## config.mk

```make
export PLATFORM = sky130hd
export DESIGN_NAME = remap_addr_decoder
export DESIGN_NICKNAME = d
export VERILOG_FILES = /design/src/rtl/rad_pkg.sv /design/src/rtl/addr_region_decode.sv /design/src/rtl/access_timer.sv /design/src/rtl/remap_reg.sv /design/src/rtl/remap_addr_decoder.sv
export SDC_FILE = /design/constraint.sdc
export NUM_CORES = 1
export LEC_CHECK = 0
export ABC_AREA = 1
export BUFFER_PORTS_ARGS = -buffer_cell sky130_fd_sc_hd__buf_2
export CAP_MARGIN = 15
export CORE_MARGIN = 5
export CORE_UTILIZATION = 31
export DETAILED_ROUTE_END_ITERATION = 8
export GPL_TIMING_DRIVEN = 0
export SETUP_SLACK_MARGIN = 0.15
export SLEW_MARGIN = 20
export SYNTH_ARGS = -nofsm -noshare
export SYNTH_HDL_FRONTEND = slang
export SYNTH_SLANG_ARGS = --single-unit
```

## constraint.sdc

```tcl
create_clock -name clk -period 1.6 [get_ports clk]
set_input_delay 0.32 -clock clk [delete_from_list [all_inputs] [get_ports clk]]
set_output_delay 0.32 -clock clk [all_outputs]
set_load 0.005 [all_outputs]
```

## src/rtl/rad_pkg.sv

```systemverilog
package rad_pkg;
  typedef enum logic [2:0] {
    RG_NONE   = 3'd0,
    RG_FLASH  = 3'd1,
    RG_SRAM   = 3'd2,
    RG_GPIO   = 3'd3,
    RG_PERIPH = 3'd4,
    RG_REMAP  = 3'd5
  } region_e;

  localparam logic [31:0] LOW_END    = 32'h0002_0000;
  localparam logic [31:0] LOW_BOOT   = 32'h0001_F800;
  localparam logic [31:0] SRAM_BASE  = 32'h0004_0000;
  localparam logic [31:0] SRAM_END   = 32'h0004_2000;
  localparam logic [31:0] FLASH_BASE = 32'h0008_0000;
  localparam logic [31:0] FLASH_USER = 32'h0009_F800;
  localparam logic [31:0] MMR_BASE   = 32'hFFFF_0000;
  localparam int          SRAM_AW    = 13;
endpackage

```

## src/rtl/addr_region_decode.sv

```systemverilog
module addr_region_decode
  import rad_pkg::*;
#(
  parameter int          ADDR_W    = 32,
  parameter int          OFF_W     = 17,
  parameter logic [15:0] REMAP_OFF = 16'h0220,
  parameter logic [7:0]  GPIO_PAGE = 8'hF4
) (
  input  logic [ADDR_W-1:0] addr,
  input  logic              remap_flash,
  output region_e           region,
  output logic [OFF_W-1:0]  offset,
  output logic              slow
);
  always_comb begin
    region = RG_NONE;
    offset = '0;
    if (addr < LOW_END) begin
      if (!remap_flash) begin
        region = RG_SRAM;
        offset = OFF_W'(addr[SRAM_AW-1:0]);
      end else if (addr < LOW_BOOT) begin
        region = RG_FLASH;
        offset = OFF_W'(addr);
      end
    end else if (addr >= SRAM_BASE && addr < SRAM_END) begin
      region = RG_SRAM;
      offset = OFF_W'(addr - SRAM_BASE);
    end else if (addr >= FLASH_BASE && addr < FLASH_USER) begin
      region = RG_FLASH;
      offset = OFF_W'(addr - FLASH_BASE);
    end else if (addr >= MMR_BASE) begin
      offset = OFF_W'(addr[15:0]);
      if (addr[15:0] == REMAP_OFF)      region = RG_REMAP;
      else if (addr[15:8] == GPIO_PAGE) region = RG_GPIO;
      else                              region = RG_PERIPH;
    end
  end

  assign slow = (region == RG_PERIPH) || (region == RG_REMAP);

  // the protected boot alias is never decoded as flash
  always_comb begin
    a_r6_no_boot_alias: assert (!(remap_flash && addr >= LOW_BOOT && addr < LOW_END)
                                || region == RG_NONE);
  end
endmodule

```

## src/rtl/access_timer.sv

```systemverilog
module access_timer (
  input  logic clk,
  input  logic rst_n,
  input  logic start,
  input  logic slow,
  output logic active,
  output logic rdy
);
  logic active_q, active_d;
  logic wait_q, wait_d;

  assign active = active_q;
  assign rdy    = active_q & ~wait_q;

  always_comb begin
    active_d = active_q;
    wait_d   = wait_q;
    if (start) begin
      active_d = 1'b1;
      wait_d   = slow;
    end else if (rdy) begin
      active_d = 1'b0;
    end else if (active_q && wait_q) begin
      wait_d   = 1'b0;
    end
  end

  always_ff @(posedge clk or negedge rst_n) begin
    if (!rst_n) begin
      active_q <= 1'b0;
      wait_q   <= 1'b0;
    end else begin
      active_q <= active_d;
      wait_q   <= wait_d;
    end
  end

  a_r8_fast_latency: assert property (@(posedge clk) disable iff (!rst_n)
    start && !slow |=> rdy);
  a_r8_slow_latency: assert property (@(posedge clk) disable iff (!rst_n)
    start && slow |=> !rdy ##1 rdy);
  a_r8_single_pulse: assert property (@(posedge clk) disable iff (!rst_n)
    rdy |=> !rdy);
endmodule

```

## src/rtl/remap_reg.sv

```systemverilog
module remap_reg (
  input  logic clk,
  input  logic rst_n,
  input  logic wr_en,
  input  logic wr_bit,
  output logic remap_flash
);
  logic bit_q, bit_d;

  assign remap_flash = bit_q;

  always_comb begin
    bit_d = bit_q;
    if (wr_en) bit_d = wr_bit;
  end

  always_ff @(posedge clk or negedge rst_n) begin
    if (!rst_n) bit_q <= 1'b1;
    else        bit_q <= bit_d;
  end

  a_r9_remap_hold: assert property (@(posedge clk) disable iff (!rst_n)
    !wr_en |=> $stable(bit_q));
endmodule

```

## src/rtl/remap_addr_decoder.sv

```systemverilog
module remap_addr_decoder
  import rad_pkg::*;
#(
  parameter int          ADDR_W    = 32,
  parameter int          DATA_W    = 32,
  parameter int          OFF_W     = 17,
  parameter logic [15:0] REMAP_OFF = 16'h0220,
  parameter logic [7:0]  GPIO_PAGE = 8'hF4
) (
  input  logic              clk,
  input  logic              rst_n,
  input  logic              req_valid,
  input  logic [ADDR_W-1:0] req_addr,
  input  logic              req_write,
  input  logic [DATA_W-1:0] req_wdata,
  output logic              sel_flash,
  output logic              sel_sram,
  output logic              sel_gpio,
  output logic              sel_periph,
  output logic [OFF_W-1:0]  offset,
  output logic              rdy,
  output logic              err,
  output logic [DATA_W-1:0] rdata
);
  region_e            dec_region;
  logic [OFF_W-1:0]   dec_offset;
  logic               dec_slow;
  logic               remap_flash;
  logic               active;
  logic               accept;

  region_e            region_q, region_d;
  logic [OFF_W-1:0]   off_q, off_d;
  logic               we_q, we_d;
  logic               wbit_q, wbit_d;

  assign accept = req_valid & ~active;

  addr_region_decode #(
    .ADDR_W(ADDR_W), .OFF_W(OFF_W), .REMAP_OFF(REMAP_OFF), .GPIO_PAGE(GPIO_PAGE)
  ) u_decode (
    .addr(req_addr), .remap_flash(remap_flash),
    .region(dec_region), .offset(dec_offset), .slow(dec_slow)
  );

  access_timer u_timer (
    .clk(clk), .rst_n(rst_n), .start(accept), .slow(dec_slow),
    .active(active), .rdy(rdy)
  );

  remap_reg u_remap (
    .clk(clk), .rst_n(rst_n),
    .wr_en(rdy && region_q == RG_REMAP && we_q),
    .wr_bit(wbit_q),
    .remap_flash(remap_flash)
  );

  always_comb begin
    region_d = region_q;
    off_d    = off_q;
    we_d     = we_q;
    wbit_d   = wbit_q;
    if (accept) begin
      region_d = dec_region;
      off_d    = dec_offset;
      we_d     = req_write;
      wbit_d   = req_wdata[0];
    end
  end

  always_ff @(posedge clk or negedge rst_n) begin
    if (!rst_n) begin
      region_q <= RG_NONE;
      off_q    <= '0;
      we_q     <= 1'b0;
      wbit_q   <= 1'b0;
    end else begin
      region_q <= region_d;
      off_q    <= off_d;
      we_q     <= we_d;
      wbit_q   <= wbit_d;
    end
  end

  assign sel_flash  = active && region_q == RG_FLASH;
  assign sel_sram   = active && region_q == RG_SRAM;
  assign sel_gpio   = active && region_q == RG_GPIO;
  assign sel_periph = active && region_q == RG_PERIPH;
  assign offset     = active ? off_q : '0;
  assign err        = rdy && region_q == RG_NONE;
  assign rdata      = (rdy && region_q == RG_REMAP && !we_q)
                      ? DATA_W'(remap_flash) : '0;

  a_r11_onehot_sel: assert property (@(posedge clk) disable iff (!rst_n)
    $onehot0({sel_flash, sel_sram, sel_gpio, sel_periph}));
  a_r9_err_no_sel: assert property (@(posedge clk) disable iff (!rst_n)
    err |-> !(sel_flash | sel_sram | sel_gpio | sel_periph));
  a_r11_sel_steady: assert property (@(posedge clk) disable iff (!rst_n)
    active && !rdy |=> $stable({sel_flash, sel_sram, sel_gpio, sel_periph, offset}));
  a_r9_err_with_rdy: assert property (@(posedge clk) disable iff (!rst_n)
    err |-> rdy);
endmodule

```

==> flow_metrics.tcl <==
set metrics [dict create \
    synth_edf_count 0 \
    multi_input_comb_area_um2 1100 \
    grt.total_usage_pct 12.2 \
    cts.sinks 25 \
    critPathCaptureType "output pin" \
    drt_first_iter_violations 73 \
    rows 29 \
    vias_per_cell 4.09 \
    gp_congestion 0.802 \
    clock_path_buffers 2 \
    yosysTopAreaCell "dfrtp_1" \
    critPathMaxFanout 2 \
    grt_max_degree 26 \
    rsz0062_at_grt "yes" \
    hold_class "in2async" \
    die_x_um 89.6 \
    antenna_found_initial 0 \
    register_area_um2 628 \
    ys_warn_count 0 \
    power.density_nw_per_um2 461 \
    num-fill-cells 656 \
    ys_ff_latch 25 \
    start_util_pct 31.5 \
    avgSynthCellArea_um2 6.29 \
    cts_tree "built" \
    cts.htree.levels 1 \
    setup_tns_ps 0 \
    leakage_nw 1.82 \
    vdd.ir_drop.worst_mv 0.269 \
    clockRootBuffer "clkbuf_8" \
    synth_cell_types 26 \
    period_share_pct 97.3 \
    crit_type "reg2out" \
    synth_area_leaders "dfrtp_1 31%, nand2_1 21%, buf_4 12%" \
    slew_viol_final 0 \
    numCtsBuffers 3 \
    clock_skew_ps 4.59 \
    layout-drive-gt1-share_pct 40.5 \
    core_um2 6240 \
    power.total_w 0.00131 \
    hold_violations 0 \
    relSlewSlack_pct 64.0 \
    synth-async-reset-ratio_pct 100 \
    die_area_um2 8020 \
    clk_pin_slew_ps 80 \
    grt_pass1_wl_um 7800 \
    drt_wl_total_um 4880 \
    required_ps 1280 \
    first_pass_iters 4 \
    worstMarginPinSlew_ps 540 \
    seq_area_frac_synth_pct 31.9 \
    syn_to_final_growth_pct 44.1 \
    ant_nets 0 \
    n_antenna_cell 0 \
    syn_inst 312 \
    drc 0 \
    cap_violations 0 \
    place_hpwl_um 3860 \
    hold_buffers 0 \
    synth_ff_type "dfrtp_1" \
    via_count 2014 \
    max_freq_ghz 0.642 \
    port_buffers 59 \
    die-height_um 89.6 \
    yosysTopAreaCellShare_pct 30.6 \
    boundaryPins 123 \
    insertion_delay_ps 260 \
    wl_per_cell_um 9.91 \
    setup_violations 0 \
    syn_area_um2 1960 \
    holdWs_ps 34.9 \
    grt_overflow 0 \
    cp.arrival_ps 1240 \
    fin_nets 484 \
    fin_crit_ps 1560 \
    startpoint_type "flip-flop" \
    outcome "completed" \
    grt_pass1_vias 1898 \
]
==> final timing paths <==
path | startpoint | to | slack, ps | cells past startpoint
setup / recovery | region_q[1]$_DFFE_PN0P_ | rdata[0] | 40 | 6
hold / removal | rst_n | wbit_q$_DFFE_PN0P_ | 30 | 1
setup reg to reg | region_q[1]$_DFFE_PN0P_ | u_remap.remap_flash$_DFFE_PN1P_ | 80 | 11
hold reg to reg | we_q$_DFFE_PN0P_ | u_remap.remap_flash$_DFFE_PN1P_ | 480 | 1
max in group asynchronous | rst_n | region_q[0]$_DFFE_PN0P_ | 1180 | 1
min in group clk | req_write | we_q$_DFFE_PN0P_ | 260 | 3
==> synthesized netlist by cell type (2+ instances only) <==
library cell,count
nand2_1,111
inv_1,46
nor2_1,37
buf_4,31
dfrtp_1,24
nand3_1,14
nand4_1,9
nand2_2,4
nor2_4,4
nor3_1,4
o21ai_0,4
buf_2,3
clkbuf_1,3
inv_2,3
nor2_2,3
buf_6,2
==> power breakdown <==
| part | switching, W | total [W] | leakage (nW) | internal (W) |
|---|---|---|---|---|
| logic | 0.000165 | 0.000299 | 1.45 | 0.000134 |
| registers | 0.00000579 | 0.000645 | 0.339 | 0.000640 |
| clock network | 0.000183 | 0.000361 | 0.0228 | 0.000178 |
| total | 0.000354 | 0.00131 | 1.82 | 0.000951 |
==> critical path: stages (launching register included) <==
cell     delay [ps]
dfrtp_1         400
inv_2            80
nand2_4          50
nor3_4          180
nand2_1          70
nor2_1           80
buf_2           110
==> logic make-up (layout without fill, tap and decap cells) <==
| family | after synthesis | in the layout | synth area share (%) |
|---|---|---|---|
| DFF | 25 | 25 | 31.9 |
| buffers and inverters | 90 | 163 | 24.1 |
| and+or+nand+nor | 188 | 188 | 41.2 |
| AOI/OAI and AO/OA | 8 | 8 | 2.61 |
| other | 1 | 31 | 0.191 |
==> area by class of cell <==
| cell class | instances | area share, % |
|---|---|---|
| inverter | 50 | 6.72 |
| timing repair buffer | 69 | 16.5 |
| buffer | 40 | 10.7 |
| clock buffer | 4 | 1.59 |
| sequential | 25 | 22.2 |
| multi-input combinational | 227 | 39.0 |
| tap | 77 | 3.41 |
==> metrics by stage <==
| step | area (µm²) | instances | util (%) | setup WS [ps] |
|---|---|---|---|---|
| floorplan | 2080 | 342 | - | 334 |
| global placement | 2470 | 478 | 39.5 | 42.5 |
| detailed placement | 2470 | 478 | 39.5 | 22.1 |
| CTS | 2640 | 492 | 42.3 | 6.97 |
| global route | 2830 | 492 | 45.3 | -60.2 |
| finish | 2830 | 492 | 45.3 | 42.6 |
==> cell usage in the layout (no fill, tap or decap) <==
cell type  instances
nand2_1           91
buf_2             52
nor2_1            36
inv_1             34
buf_4             34
conb_1            31
dfrtp_1           23
buf_6             18
nand2_2           16
inv_2             15
nand3_1           13
nand4_1            9
nand2_4            8
nor2_2             4
nor2_4             4
o21ai_0            4
clkbuf_8           3
nor3_2             2
clkbuf_1           2
clkbuf_2           2
inv_4              1
nor3_1             1
nand3_4            1
nor3_4             1
a21boi_2           1
nand3_2            1
nor3b_1            1
a21oi_2            1
a21oi_1            1
a31oi_1            1
buf_8              1
buf_12             1
dfrtp_2            1
dfstp_2            1
==> routing by layer <==
metal  part of all wire (%)  track usage [%]  vias up
met5                      0                0        -
li1                       -                -     1073
met2                     50             21.9       72
met3                    7.3            0.912        6
met1                     42             14.7      863
met4                    1.5             5.55        0
==> flip-flops by register name, indices dropped and copies added, names as in the netlist <==
| name | flops |
|---|---|
| u_timer.active | 1 |
| u_remap.remap_flash | 1 |
| off_q | 17 |
| region_q | 3 |
| wbit_q | 1 |
| we_q | 1 |
| u_timer.wait_q | 1 |
==> timing repair <==
action,4_1_cts,5_1_grt
setup endpoints to repair,17,43
hold endpoints to repair,0,0
gates cloned,1,0
gates resized for setup,22,57
pin swaps,2,3
buffers inserted,9,0
Power figures use the tool's default switching activity.
